===== src/rtl/hw_mutex_bank.sv =====
module hw_mutex_bank #(
  parameter int NUM_LOCKS = 32,
  parameter int NUM_PORTS = 2,
  parameter int ADDR_W    = 12
) (
  input  logic                        clk,
  input  logic                        rst_n,
  input  logic [NUM_PORTS-1:0]        req_valid,
  input  logic [NUM_PORTS-1:0]        req_write,
  input  logic [NUM_PORTS*ADDR_W-1:0] req_addr,
  input  logic [NUM_PORTS*32-1:0]     req_wdata,
  output logic [NUM_PORTS-1:0]        rsp_valid,
  output logic [NUM_PORTS*32-1:0]     rsp_rdata
);

  localparam int IDX_W = $clog2(NUM_LOCKS);
  localparam logic [3:0] SIZE_CODE = 4'($clog2(NUM_LOCKS) - 4);
  localparam logic [ADDR_W-1:0] CFG_ADDR   = ADDR_W'(12'h000);
  localparam logic [ADDR_W-1:0] STAT_ADDR  = ADDR_W'(12'h010);
  localparam logic [ADDR_W-1:0] LOCK_BASE  = ADDR_W'(12'h100);
  localparam logic [ADDR_W-1:0] LOCK_LIMIT = ADDR_W'(NUM_LOCKS);

  logic [NUM_LOCKS-1:0] lock_q, lock_nx;

  logic [ADDR_W-1:0] p_addr [NUM_PORTS];
  logic [ADDR_W-1:0] p_off  [NUM_PORTS];
  logic [31:0]       p_wd   [NUM_PORTS];
  logic [IDX_W-1:0]  p_idx  [NUM_PORTS];
  logic [NUM_PORTS-1:0] p_hit, p_cfg, p_stat;

  for (genvar p = 0; p < NUM_PORTS; p++) begin : g_dec
    assign p_addr[p] = {req_addr[p*ADDR_W+2 +: ADDR_W-2], 2'b00};
    assign p_wd[p]   = req_wdata[p*32 +: 32];
    assign p_off[p]  = p_addr[p] - LOCK_BASE;
    assign p_idx[p]  = p_off[p][IDX_W+1:2];
    assign p_hit[p]  = (p_addr[p] >= LOCK_BASE) && ({2'b00, p_off[p][ADDR_W-1:2]} < LOCK_LIMIT);
    assign p_cfg[p]  = p_addr[p] == CFG_ADDR;
    assign p_stat[p] = p_addr[p] == STAT_ADDR;
  end

  logic [31:0]          rd_c    [NUM_PORTS];
  logic [NUM_PORTS-1:0] grant_c;
  logic                 take_c, rel_c;

  always_comb begin
    lock_nx = lock_q;
    grant_c = '0;
    take_c  = 1'b0;
    rel_c   = 1'b0;
    for (int p = 0; p < NUM_PORTS; p++) begin
      rd_c[p] = '0;
      if (req_valid[p]) begin
        if (req_write[p]) begin
          if (p_hit[p] && p_wd[p] == 32'h0) begin
            lock_nx[p_idx[p]] = 1'b0;
            rel_c = 1'b1;
          end
        end else if (p_hit[p]) begin
          rd_c[p]    = {31'h0, lock_nx[p_idx[p]]};
          grant_c[p] = !lock_nx[p_idx[p]];
          lock_nx[p_idx[p]] = 1'b1;
          take_c = 1'b1;
        end else if (p_cfg[p]) begin
          rd_c[p] = {SIZE_CODE, 28'h0};
        end else if (p_stat[p]) begin
          rd_c[p] = lock_nx[31:0];
        end
      end
    end
  end

  logic [NUM_PORTS-1:0] grant_q;
  logic [IDX_W-1:0]     gidx_q [NUM_PORTS];

  always_ff @(posedge clk or negedge rst_n) begin
    if (!rst_n) begin
      lock_q    <= '0;
      rsp_valid <= '0;
      rsp_rdata <= '0;
      grant_q   <= '0;
      for (int p = 0; p < NUM_PORTS; p++) gidx_q[p] <= '0;
    end else begin
      lock_q    <= lock_nx;
      rsp_valid <= req_valid;
      grant_q   <= grant_c;
      for (int p = 0; p < NUM_PORTS; p++) begin
        rsp_rdata[p*32 +: 32] <= rd_c[p];
        gidx_q[p] <= p_idx[p];
      end
    end
  end

  assert_take_needs_read_R1: assert property (@(posedge clk) disable iff (!rst_n)
    !take_c |=> (lock_q & ~$past(lock_q)) == '0);

  assert_release_needs_zero_write_R3: assert property (@(posedge clk) disable iff (!rst_n)
    !rel_c |=> ($past(lock_q) & ~lock_q) == '0);

  for (genvar p = 0; p < NUM_PORTS; p++) begin : g_chk
    assert_rsp_follows_req_R8: assert property (@(posedge clk) disable iff (!rst_n)
      req_valid[p] |=> rsp_valid[p]);
    assert_idle_no_rsp_R8: assert property (@(posedge clk) disable iff (!rst_n)
      !req_valid[p] |=> !rsp_valid[p]);
    assert_grant_is_held_R1: assert property (@(posedge clk) disable iff (!rst_n)
      grant_q[p] |-> rsp_rdata[p*32 +: 32] == 32'h0);
    for (genvar q = p + 1; q < NUM_PORTS; q++) begin : g_pair
      assert_single_winner_R7: assert property (@(posedge clk) disable iff (!rst_n)
        (grant_q[p] && grant_q[q]) |-> gidx_q[p] != gidx_q[q]);
    end
  end

endmodule


===== config.mk =====
export PLATFORM = sky130hd
export DESIGN_NAME = hw_mutex_bank
export DESIGN_NICKNAME = d
export VERILOG_FILES = /design/src/rtl/hw_mutex_bank.sv
export SDC_FILE = /design/constraint.sdc
export NUM_CORES = 1
export LEC_CHECK = 0
export ABC_CLOCK_PERIOD_IN_PS = 1850
export BUFFER_PORTS_ARGS = -buffer_cell sky130_fd_sc_hd__clkbuf_2
export CORE_AREA = 2 2 173 107
export DETAILED_ROUTE_END_ITERATION = 10
export DIE_AREA = 0 0 175 109
export PLACE_DENSITY = 0.62
export SLEW_MARGIN = 40
export SYNTH_ARGS = -nofsm -noshare
export SYNTH_HDL_FRONTEND = slang
export SYNTH_SLANG_ARGS = --single-unit

===== constraint.sdc =====
create_clock -name clk -period 1.85 [get_ports clk]
set_input_delay 0.185 -clock clk [delete_from_list [all_inputs] [get_ports clk]]
set_output_delay 0.185 -clock clk [all_outputs]
set_load 0.01 [all_outputs]

==> results.md <==
- Die ar.: around 0.019 mm²
- Cell repeated most along the worst path: mux4_2
- Fin. Hold Viols: 0
- Slew HR: roughly 63%
- Initial antenna violation count: 0
- WL met3: approximately 2900 µm
- Total number of vias: 5970
- DRT iter0 DRCs: 691
- Slowest cell delay on critical path: 0.52 ns
- Non-Filler Instances: 1120
- Area leader, netlist: dfrtp_1
- Clock Tree Buf Depth: 2
- Fin nets: slightly below 1000
- CP Class: reg -> reg
- Clock Sinks: slightly below 100
- Drt pass-1 iters: 5
- Die H: 109 µm
- Top-count cell post-synth: dfrtp_1
- Row cnt: 38
- Wl on met1: about 11000 µm
- Outcome: complete, but fails checks
- Post-synth top area share: ~47%
- GRT Residual Overflow: 0
- P&R area growth vs syn: 56.3%
- Warnings, synthesis: 0
- Num CTS Buffers: 9
- Syn Nets: 646
- Clock Skew: 0.00805 ns
- DR top layer: met4
- P_leak: around 3.8 nW
- Post-Route WL: roughly 23000 µm
- Worst Hold Endpoint: rsp_valid[1]
- Syn avg cell area: 9.38 µm²
- Largest vdd supply drop: 0.000377 V
- Reg-to-reg endpoint: rsp_rdata[0]
- Reg-to-Reg Start: lock_q[14]
- Final instance area: a little over 0.008 mm²
- H-Tree Depth: 3
- Worst path bufs/invs: 0
- Worst EP required: between 2 and 2.5 ns
- EDFF count, synth: 0
- Die W: approximately 180 µm
- Dominant synthesized flop cell: dfrtp_1
- Metal2 WL: 8890 µm
- Gr usage total: about a quarter
- IO Port Bufs: 155
- Async set or reset register ratio after synthesis: 100%
- Layout Utilization: between 40% and 50%
- CTS tree: built
- PD cells: roughly 590 mW/mm²
- Setup ws final: -0.249 ns
- Minimum clock period: about 2.1 ns
- Area after DPL: roughly 0.0077 mm²
- RSZ-0062 raised after global routing: yes
- Fin. max-slew vios: 0
- Vias per std cell: 5.33
- Dpl hpwl: ~18000 µm
- Post-synthesis instance area: approximately 0.0052 mm²
- Hold Path Class: in -> reg
- Routability Congestion: between 1 and 1.5
- Final setup viols: 3
- Crit Path Max Fanout: 2
- Yosys reg bits: 98
- Slowest stage cell, crit path: mux4_2
- CP top delay family: multiplexers
- Kind of start point of the critical path: register
- Tcrit/Tclk final: 113%
- Hold Crit Start: req_valid[1]
- R2r worst-path depth: 5
- Violated checks: setup timing
- Max-cap violation count: 0
- Placed Instances: between 1000 and 1500
- Clk Tree Root Cell: clkbuf_16
- Remaining design rule violation count: 0
- Least-Margin Pin Slew: ~0.55 ns
- DR WL/cell: ~20 µm
- Total I/O pin count: 160
- CP endpoint kind: register
- Fmax: 477 MHz
- Sequential share of the synthesized area: between 40% and 50%
- Clock transition at path regs: 0.07 ns
- Area contributors post-synth: dfrtp_1 (47%), mux4_2 (4.8%), nor2_1 (4.6%)
- Initial Util: 29.4%
- Ant. Diodes: 0
- Yosys cell types: 57
- Largest net degree at the start of global routing: 40
- First-pass GRT wire length: ~34000 µm
- Share of cells above drive strength 1: between 40% and 50%
- Hold path depth: 2
- Worst skew pair latency: 0.36 ns
- Final ANT Viol Nets: 0
- Data arrival time of the critical path: between 2 and 2.5 ns
- CORE AREA: ~0.018 mm²
- Vias in the first global route: ~5700
- Post-synth top cells: dfrtp_1 (98), nor2_1 (63), nand2_1 (50), and2_1 (37), a21oi_1 (28)
- Post-Synthesis Cells: 552
- Critical path cell sequence: mux4_2 > mux4_2 > mux2_4 > a32oi_1 > nor2_1
- Reg2reg setup slack: -0.25 ns
- Setup TNS: -0.406 ns
==> cell usage in the layout (no fill, tap or decap), drive strengths merged, types with 8 or more instances in the layout <==
cell type,Yosys,final
nand2,50,50
a22oi,8,8
a21oi,29,29
nand2b,9,9
nor2,64,64
mux4,11,11
nand3,19,19
nor3,14,14
clkbuf,23,163
dfrtp,98,98
buf,9,190
and2,39,39
nand4,8,8
a31oi,15,15
nor4,20,20
o21ai,27,27
nor2b,12,12
o22ai,22,22
a211oi,9,9
==> logic make-up (layout without fill, tap and decap cells) <==
kind of cell / Yosys count / in the layout / share of synthesized area (%)
and+or+nand+nor: 254 / 254 / 25.4
AOI/OAI and AO/OA: 150 / 150 / 18.9
DFF: 98 / 98 / 47.4
buffers and inverters: 35 / 363 / 2.83
muxes: 13 / 13 / 5.20
xor gates and xnor gates: 2 / 2 / 0.338
==> how the worst max path moves through the flow <==
stage	start	endpoint	cells past startpoint
after floorplan	req_addr[10]	rsp_rdata[32]	8
after global placement	req_wdata[20]	lock_q[14]	9
after detailed placement	req_wdata[20]	rsp_rdata[32]	8
after CTS	lock_q[14]	rsp_rdata[0]	5
after global routing	req_addr[10]	rsp_rdata[32]	11
final	lock_q[14]	rsp_rdata[0]	5
==> per-layer routing <==
layer,vias to the layer above,GRT usage [%]
li1,2695,-
met1,2848,36.7
met2,402,33.7
met3,25,7.29
met4,0,4.70
met5,-,0
==> timing repair <==
| item | CTS | global route |
|---|---|---|
| hold buffers | 1 | 0 |
| setup endpoints to repair | 13 | 49 |
| endpoints found under the hold margin | 34 | 0 |
| resized for setup | 13 | 13 |
| pin swaps | 5 | 7 |
| buffers inserted | 3 | 1 |
==> worst reg2reg max path, stage by stage (launching register included) <==
cell and delay [ns]:
dfrtp_2 0.47, mux4_2 0.50, mux4_2 0.52, mux2_4 0.30, a32oi_1 0.15, nor2_1 0.06
==> power by group <==
| group | switching [mW] | internal [mW] |
|---|---|---|
| clock network | 0.909 | 0.934 |
| logic | 0.391 | 0.340 |
| registers | 0.0133 | 2.16 |
==> state kept, by name (all words and copies together) (netlist names) <==
name       cells
lock_q        32
rsp_rdata     64
rsp_valid      2
==> cell type report <==
class	count	area, µm²
repair buffers	344	2320
flip-flops and latches	98	2450
fillers	1706	9550
clock buffers	10	229
clock inverters	6	50.0
well taps	240	300
multi-input cells	419	2730
inverters	3	11.3
==> stage by stage <==
step / setup WS (ns) / power (mW) / hold slack (ns)
3_5_place_dp: -0.622 / 2.91 / 0.207
3_3_place_gp: -0.624 / 2.92 / 0.199
6_report: -0.249 / 4.75 / 0.0920
5_1_grt: -0.254 / 4.91 / 0.101
2_1_floorplan: -0.233 / 2.47 / -0.111
4_1_cts: -0.215 / 4.75 / 0.0825
No activity file was read; power rests on OpenSTA's default activity.
